$ cat src/rtl/pcg_pkg.sv
package pcg_pkg;
    typedef enum logic [1:0] {
        ST_IDLE = 2'd0,
        ST_WAIT = 2'd1,
        ST_RUN  = 2'd2,
        ST_DONE = 2'd3
    } burst_state_e;
endpackage

$ cat src/rtl/pcg_cfg_reg.sv
module pcg_cfg_reg #(
    parameter int PER_W   = 16,
    parameter int MIN_PER = 2
) (
    input  logic               clk,
    input  logic               en,
    input  logic               wr,
    input  logic [2*PER_W-1:0] word,
    output logic [PER_W-1:0]   per_eff,
    output logic [PER_W-1:0]   thr
);
    localparam logic [PER_W-1:0] PER_FLOOR = PER_W'(MIN_PER);

    logic [PER_W-1:0] per_q;

    always_ff @(posedge clk) begin
        if (!en) begin
            per_q <= '0;
            thr   <= '0;
        end else if (wr) begin
            per_q <= word[PER_W-1:0];
            thr   <= word[PER_W +: PER_W];
        end
    end

    generate
        if (MIN_PER > 0) begin : g_clamp
            assign per_eff = (per_q < PER_FLOOR) ? PER_FLOOR : per_q;
        end else begin : g_raw
            assign per_eff = per_q;
        end
    endgenerate
endmodule

$ cat src/rtl/pcg_period_timer.sv
module pcg_period_timer #(
    parameter int PER_W = 16
) (
    input  logic             clk,
    input  logic             en,
    input  logic [PER_W-1:0] per_eff,
    output logic [PER_W-1:0] pc,
    output logic             last
);
    localparam logic [PER_W-1:0] ONE = PER_W'(1);

    assign last = (pc <= ONE);

    always_ff @(posedge clk) begin
        if (!en)       pc <= ONE;
        else if (last) pc <= per_eff;
        else           pc <= pc - ONE;
    end

    AST_RELOAD_AT_END: assert property (@(posedge clk) disable iff (!en)
        last |=> (pc == $past(per_eff)));
    AST_COUNT_DOWN: assert property (@(posedge clk) disable iff (!en)
        !last |=> (pc == $past(pc) - ONE));
endmodule

$ cat src/rtl/pcg_burst_ctrl.sv
module pcg_burst_ctrl
    import pcg_pkg::*;
#(
    parameter int CNT_W = 32
) (
    input  logic             clk,
    input  logic             en,
    input  logic             cnt_wr,
    input  logic [CNT_W-1:0] cnt_word,
    input  logic             last,
    output logic             running,
    output logic             done
);
    localparam logic [CNT_W-1:0] ONE = CNT_W'(1);

    burst_state_e     state, state_n;
    logic [CNT_W-1:0] cnt, cnt_n;

    always_ff @(posedge clk) begin
        state <= state_n;
        cnt   <= cnt_n;
    end

    always_comb begin
        state_n = state;
        cnt_n   = cnt;
        if (!en) begin
            state_n = ST_IDLE;
            cnt_n   = '0;
        end else if (cnt_wr) begin
            cnt_n = cnt_word;
            if (cnt_word == '0) state_n = ST_IDLE;
            else if (last)      state_n = ST_RUN;
            else                state_n = ST_WAIT;
        end else begin
            unique case (state)
                ST_IDLE: state_n = ST_IDLE;
                ST_WAIT: if (last) state_n = ST_RUN;
                ST_RUN: begin
                    if (last) begin
                        cnt_n = cnt - ONE;
                        if (cnt == ONE) state_n = ST_DONE;
                    end
                end
                ST_DONE: state_n = ST_DONE;
                default: state_n = ST_IDLE;
            endcase
        end
    end

    always_comb begin
        running = (state == ST_RUN);
        done    = (state == ST_DONE);
    end

    AST_ZERO_WRITE_IDLES: assert property (@(posedge clk) disable iff (!en)
        (cnt_wr && cnt_word == '0) |=> (state == ST_IDLE));
    AST_PERIOD_DECREMENT: assert property (@(posedge clk) disable iff (!en)
        (running && last && cnt > ONE && !cnt_wr) |=> (cnt == $past(cnt) - ONE));
    AST_WRITE_CLEARS_DONE: assert property (@(posedge clk) disable iff (!en)
        cnt_wr |=> !done);
    AST_DONE_HOLDS: assert property (@(posedge clk) disable iff (!en)
        (done && !cnt_wr) |=> done);
endmodule

$ cat src/rtl/pcg_pulse_out.sv
module pcg_pulse_out #(
    parameter int PER_W   = 16,
    parameter int CNT_W   = 32,
    parameter int MIN_PER = 2
) (
    input  logic               clk,
    input  logic               en,
    input  logic               cfg_wr,
    input  logic [2*PER_W-1:0] cfg_word,
    input  logic               cnt_wr,
    input  logic [CNT_W-1:0]   cnt_word,
    output logic               pin_out,
    output logic               done_flag
);
    logic [PER_W-1:0] per_eff, thr, pc;
    logic             last, running;

    pcg_cfg_reg #(.PER_W(PER_W), .MIN_PER(MIN_PER)) i_cfg (
        .clk(clk), .en(en), .wr(cfg_wr), .word(cfg_word),
        .per_eff(per_eff), .thr(thr)
    );

    pcg_period_timer #(.PER_W(PER_W)) i_timer (
        .clk(clk), .en(en), .per_eff(per_eff), .pc(pc), .last(last)
    );

    pcg_burst_ctrl #(.CNT_W(CNT_W)) i_ctrl (
        .clk(clk), .en(en), .cnt_wr(cnt_wr), .cnt_word(cnt_word),
        .last(last), .running(running), .done(done_flag)
    );

    assign pin_out = running && (pc > thr);

    AST_DONE_PIN_LOW: assert property (@(posedge clk) disable iff (!en)
        done_flag |-> !pin_out);
    AST_START_ON_BOUNDARY: assert property (@(posedge clk) disable iff (!en)
        $rose(running) |-> (pc == $past(per_eff)));
endmodule

$ cat config.mk
export PLATFORM = sky130hd
export DESIGN_NAME = pcg_pulse_out
export DESIGN_NICKNAME = d
export VERILOG_FILES = /design/src/rtl/pcg_pkg.sv /design/src/rtl/pcg_cfg_reg.sv /design/src/rtl/pcg_period_timer.sv /design/src/rtl/pcg_burst_ctrl.sv /design/src/rtl/pcg_pulse_out.sv
export SDC_FILE = /design/constraint.sdc
export NUM_CORES = 1
export LEC_CHECK = 0
export BUFFER_PORTS_ARGS = -buffer_cell sky130_fd_sc_hd__buf_4
export CORE_ASPECT_RATIO = 0.5
export CORE_MARGIN = 3
export CORE_UTILIZATION = 51
export DETAILED_ROUTE_END_ITERATION = 16
export PLACE_DENSITY = 0.76
export RECOVER_POWER = 50
export SLEW_MARGIN = 15
export SYNTH_ARGS = -nofsm -noshare
export SYNTH_HDL_FRONTEND = slang
export SYNTH_SLANG_ARGS = --single-unit
export TNS_END_PERCENT = 30
$ cat constraint.sdc
create_clock -name clk -period 2.7 [get_ports clk]
set_input_delay 0.135 -clock clk [delete_from_list [all_inputs] [get_ports clk]]
set_output_delay 0.135 -clock clk [all_outputs]
set_load 0.02 [all_outputs]
* Yosys cells after proc, flatten, opt, wreduce, memory -nomap -nowiden
Cells that the tools add are included.
W data, S select, Z words.
** Storage, ports and cells
- Flip-flop bits (word level) :: 82
- Output and inout bits :: 2
- Bits of input ports :: 68
- Word-level logic and storage cells :: 36
** Operators by class
- Equality and inequality tests :: 7
- $lt $le $gt $ge :: 3
- Add/sub/neg operators :: 2
- Reductions and logical operators :: 7
- Multiplexer cells :: 12
** Operators with widths (number)
- $mux W32 :: 3
- $eq A32 B1 Y1 const B :: 1
- $logic_not A32 Y1 :: 1
- $mux W16 :: 2
- $sub A32 B1 Y32 const B :: 1
- $gt A16 B16 Y1 :: 1
- $le A16 B1 Y1 const B :: 1
- $lt A16 B2 Y1 const B :: 1
- $sub A16 B1 Y16 const B :: 1
- $mux W2 :: 6
- $ne A3 B2 Y1 const B :: 3
- $pmux W2 S4 :: 1
- $eq A2 B2 Y1 const B :: 2
- $reduce_bool A2 Y1 :: 2
- $reduce_and A3 Y1 :: 1
- $eq A2 B1 Y1 const B :: 1
- $logic_not A2 Y1 :: 1
- $reduce_and A2 Y1 :: 1
- $logic_and A1 B1 Y1 :: 1

* Longest topological paths before layout
- Depth in word-level cells :: 5
- Depth in mapped cells :: 9

* Hierarchy
From an unflattened synthesis, not the netlist that was laid out.
** Second synthesis, totals
- Cell total of the unflattened synthesis :: 528
- Area total of the unflattened synthesis :: 4639.4 sq um
** By module, submodules not included
- pcg_burst_ctrl :: sequential area each 680.7 sq um, cells an instance 242, area each 1945.6 sq um, times used 1
- pcg_cfg_reg :: sequential area each 640.6 sq um, cells an instance 124, area each 1327.5 sq um, times used 1
- pcg_period_timer :: sequential area each 320.3 sq um, cells an instance 106, area each 967.2 sq um, times used 1
- pcg_pulse_out :: sequential area each 0.0 sq um, cells an instance 56, area each 399.1 sq um, times used 1

* Least setup slack after synthesis
No wires, ideal clock.
- Path type :: register to register
- From :: register i_timer.pc[2]
- To :: register i_ctrl.cnt[25]
- Required time :: 2.626 ns
- Slack :: 0.068 ns
- Period minus slack after synthesis :: 2.632 ns
- Data arrival time :: 2.558 ns
- Buffers on the path :: 2
- Stages on the path, launching flop included :: 8
- Cells stage by stage :: dfxtp_1 -> or4_4 -> or3_1 -> buf_2 -> or4_4 -> buf_6 -> or4_1 -> a31oi_1
** Between the ends
- Longest elaborated chain between the ends :: 3
** RTL lines
- start, declared :: RTL line pcg_period_timer.sv:7 : output logic [PER_W-1:0] pc,
- start signal, assigned :: RTL line pcg_period_timer.sv:16 : else if (last) pc <= per_eff;
- start signal, assigned :: RTL line pcg_period_timer.sv:17 : else pc <= pc - ONE;
- $le A16 B1 Y1 :: RTL line pcg_period_timer.sv:12 : assign last = (pc <= ONE);
- $reduce_bool A2 Y1 (no line)
- $reduce_and A2 Y1 (no line)
- end signal, assigned :: RTL line pcg_burst_ctrl.sv:21 : cnt <= cnt_n;
- end, declared :: RTL line pcg_burst_ctrl.sv:17 : logic [CNT_W-1:0] cnt, cnt_n;
No other way between the ends.
A chain may end at the register's enable or synchronous reset.

* Final worst setup path
- From :: register i_timer.pc[2]
- To :: register i_ctrl.cnt[27]
The elaborated chain is that of the path after synthesis.

==> results.sh <==
export IMPL_cts_sinks=82
export IMPL_synth_area_leader_cell="dfxtp_1"
export IMPL_netSwitchingPower_uw=1710
export IMPL_synth_xor_xnor_area_share_pct=5.32
export IMPL_grt_pass1_wl_um=18100
export IMPL_synthMuxAreaShare_pct=7.45
export IMPL_drt_wl_total_um=10800
export IMPL_grtUsageMet2_pct=37.1
export IMPL_drive_gt1_share_pct=18.6
export IMPL_worstPathBufferInverterCount=0
export IMPL_ys_warnings_count=0
export IMPL_firstDrtPassIters=5
export IMPL_cp_required_ps=2970
export IMPL_design_core_area_sq_um=8230
export IMPL_drt_initial_drc_count=274
export IMPL_place_area_sq_um=5140
export IMPL_power_uw=4600
export IMPL_dr_total_vias=4098
export IMPL_endpoint_kind="flop"
export IMPL_cp_max_fo=12
export IMPL_pwr_share_seq_pct=35.0
export IMPL_yosys_area_share_adder_pct=5.63
export IMPL_clk_pin_slew_ps=60
export IMPL_yosys_area_share_simple_pct=24.2
export IMPL_nets=675
export IMPL_ios=70
export IMPL_max_clock_path_buffers=2
export IMPL_clkLatencyLatePin_ps=340
export IMPL_die_h_um=72.0
export IMPL_arrival_ps=2860
export IMPL_dp_cells=688
export IMPL_crit_path_max_incr_delay_ps=570
export IMPL_synth_area_leaders="dfxtp_1 37%, mux2i_1 7.2%, ha_1 5.6%"
export IMPL_worstSetupStartpointType="flop"
export IMPL_fp_dieW_um=138
export IMPL_drcViolationCount=0
export IMPL_post_route_util_pct=65.5
export IMPL_max_slew_margin_pct=-52.5
export IMPL_numCtsBuffers=9
export IMPL_top_usage_layer="met2"
export IMPL_synth_edf_count=0
export IMPL_clock_fmax_ghz=0.385
export IMPL_post_drt_wl_per_cell_um=15.4
export IMPL_p_per_area_nw_per_um2=853
export IMPL_antenna_found_initial=0
export IMPL_cp_common_cell="or4_4"
export IMPL_slowest_stage="or4_4"
export IMPL_final_cell_area_sq_um=5390
export IMPL_hold_viol=0
export IMPL_period_needed_ps=2600
export IMPL_syn_nets=601
export IMPL_use_met3_pct=5.40
export IMPL_ys_ff_latch=82
export IMPL_rows=23
export IMPL_final_antenna_net_count=0
export IMPL_p_clk_share_pct=24.1
export IMPL_synth_cell_type_count=48
export IMPL_internal_power_uw=2890
export IMPL_grt_start_max_net_pins=61
export IMPL_grt_usage_pct=22.0
export IMPL_run_status="finished with violations"
export IMPL_synth_ff_type="dfxtp_1"
export IMPL_cts_root_buffer_cell="clkbuf_16"
export IMPL_diodes=0
export IMPL_start_util_pct=54.0
export IMPL_finalMaxSlewViolations=33
export IMPL_combPwrFrac_pct=41.0
export IMPL_violations="max-capacitance violations, max-slew violations"
export IMPL_synth_top_area_share_pct=36.9
export IMPL_gr_total_overflow=0
export IMPL_max_cap_violations=1
export IMPL_synth_top_family_by_area="simple AND/OR/NAND/NOR gates"
export IMPL_final_period_utilization_pct=96.3
export IMPL_synth_compound_area_share_pct=16.0
export IMPL_io_buffers=69
export IMPL_cts_max_level=3
export IMPL_ys_seq_area_share_pct=36.9
export IMPL_routed_via_density=5.82
export IMPL_netlist_instances=513
export IMPL_cts_tree="done"
export IMPL_grt_pass1_vias=3912
export IMPL_crit_family="simple AND/OR/NAND/NOR gates"
export IMPL_synth_area_sq_um=4450
export IMPL_avgSynthCellArea_sq_um=8.67
export IMPL_synthArstFlopShare_pct=0
export IMPL_critPathKind="reg2reg"
export IMPL_fin_worst_skew_ps=5.33
export IMPL_fillers=732
export IMPL_grt_use_met1_pct=28.8
export IMPL_vdd_drop_max_mv=0.595
export IMPL_tightest_slew_ps=2290
export IMPL_rsz0062_at_grt="true"
export IMPL_die_area_sq_um=9950
export IMPL_p_leak_uw=0.00215
export IMPL_min_path_type="in2reg"
export IMPL_areaGrowthSynthToFinish_pct=21.3
export IMPL_layout_cells_non_filler=704
export IMPL_place_congestion=0.840
export IMPL_cp_cell_sequence="or4_4, or3_1, or4_4, or4_1, a31oi_1"
export IMPL_setup_viol=0
export IMPL_dp_hpwl_um=8000
export IMPL_switching_share_pct=37.2
export IMPL_tns_ps=0
-- Yosys cell counts, types with 3 or more instances --
| cell type | n |
|---|---|
| dfxtp_1 | 82 |
| o21ai_0 | 49 |
| nor2b_1 | 33 |
| mux2i_1 | 32 |
| inv_1 | 25 |
| nor4_1 | 24 |
| a21oi_1 | 21 |
| ha_1 | 20 |
| clkbuf_1 | 19 |
| nand4_1 | 18 |
| a31oi_1 | 17 |
| nand2_1 | 17 |
| nor2_1 | 17 |
| or4_1 | 16 |
| xor2_1 | 16 |
| nor3_1 | 13 |
| o31ai_1 | 11 |
| or3_1 | 11 |
| xnor2_1 | 11 |
| nand3_1 | 8 |
| and2_1 | 5 |
| a22oi_1 | 4 |
| or2_2 | 4 |
| a211oi_1 | 3 |
| buf_1 | 3 |
| nor3b_1 | 3 |
| nor4b_1 | 3 |
| o211ai_1 | 3 |
-- worst register-to-register path: stages (launching register included) --
cell     delay [ps]
dfxtp_1         360
or4_4           570
or3_1           420
or4_4           580
or4_1           430
a31oi_1         170
-- sequential cells by signal, indices dropped and copies added (netlist names) --
signal,count
i_ctrl.cnt,32
i_ctrl.state,2
i_cfg.per_q,16
i_cfg.thr,16
i_timer.pc,16
-- stage by stage --
stage               setup slack, ps  hold WS [ps]
global placement                130           390
detailed placement             79.6           395
CTS                            64.4          49.3
finish                          101          52.4
global route                  -15.6          58.2
floorplan                      67.8           265
-- cell type report --
| class | instances | area, sq um | share of cell area (%) |
|---|---|---|---|
| Multi-Input combinational cell | 381 | 2610 | 48.3 |
| Inverter | 26 | 97.6 | 1.81 |
| Clock inverter | 3 | 15.0 | 0.278 |
| Clock buffer | 13 | 250 | 4.64 |
| Tap cell | 112 | 140 | 2.60 |
| Sequential cell | 82 | 1640 | 30.5 |
| Timing Repair Buffer | 87 | 642 | 11.9 |
-- power by group through the flow --
stage / combinational (uW) / sequential (uW) / clock (uW)
after floorplan: 1240 / 1560 / 0
after global placement: 1840 / 1610 / 0
after detailed placement: 1880 / 1630 / 0
after CTS: 1890 / 1600 / 1120
after global routing: 2110 / 1640 / 1170
final: 1880 / 1610 / 1110
-- placed cells by master (no fill, tap or decap), types with 2 or more instances in the layout --
| cell type | netlist | routed |
|---|---|---|
| dfxtp_1 | 82 | 80 |
| o31ai_1 | 11 | 11 |
| a21o_1 | 2 | 2 |
| a221oi_1 | 2 | 2 |
| mux2i_1 | 32 | 32 |
| xor2_1 | 16 | 16 |
| a211oi_1 | 3 | 3 |
| and2_0 | 1 | 2 |
| o211ai_1 | 3 | 3 |
| nand2_1 | 17 | 17 |
| clkinv_2 | 0 | 3 |
| a31oi_1 | 17 | 17 |
| nor2b_1 | 33 | 33 |
| nor2_1 | 17 | 17 |
| xnor2_1 | 11 | 11 |
| or2_2 | 4 | 4 |
| nand4_1 | 18 | 18 |
| inv_1 | 25 | 25 |
| o22ai_1 | 2 | 2 |
| nor4b_1 | 3 | 3 |
| nor4_1 | 24 | 24 |
| o21ai_0 | 49 | 49 |
| nor3b_1 | 3 | 3 |
| or4_4 | 2 | 2 |
| nor3_1 | 13 | 14 |
| a21oi_1 | 21 | 21 |
| ha_1 | 20 | 20 |
| or4b_2 | 2 | 2 |
| dfxtp_2 | 0 | 2 |
| nand3_1 | 8 | 8 |
| and2_1 | 5 | 4 |
| or4_1 | 16 | 16 |
| a22oi_1 | 4 | 4 |
| buf_4 | 0 | 84 |
| clkbuf_1 | 19 | 6 |
| clkbuf_16 | 0 | 9 |
| or3_1 | 11 | 11 |
-- logic make-up after synthesis --
logic type | after synthesis
xor+xnor | 27
fa+ha+maj | 20
flops | 82
buf+inv | 50
simple gates | 181
compound gates | 120
mux | 33
-- final timing paths --
path                                      from             end  slack, ps  cells after the start
worst max-delay path             i_timer.pc[2]  i_ctrl.cnt[27]        100                      5
worst min-delay path               cnt_word[1]   i_ctrl.cnt[1]         50                      3
worst max register to register   i_timer.pc[2]  i_ctrl.cnt[27]        100                      5
worst min register to register  i_ctrl.cnt[30]  i_ctrl.cnt[30]        500                      2
-- routing by layer --
metal  vias to the layer above  share of wire (%)
met5                         -                  0
met3                         9                5.2
li1                       2065                  -
met1                      1917                 48
met2                       107                 46
met4                         0               0.85
-- what timing repair did --
action                                  CTS  global route
hold endpoints to repair                  0             0
endpoints found under the setup margin    0             4
hold buffers                              0             0
resized for setup                         0             3
setup buffers                             0             0
No activity file was read; power rests on OpenSTA's default activity.
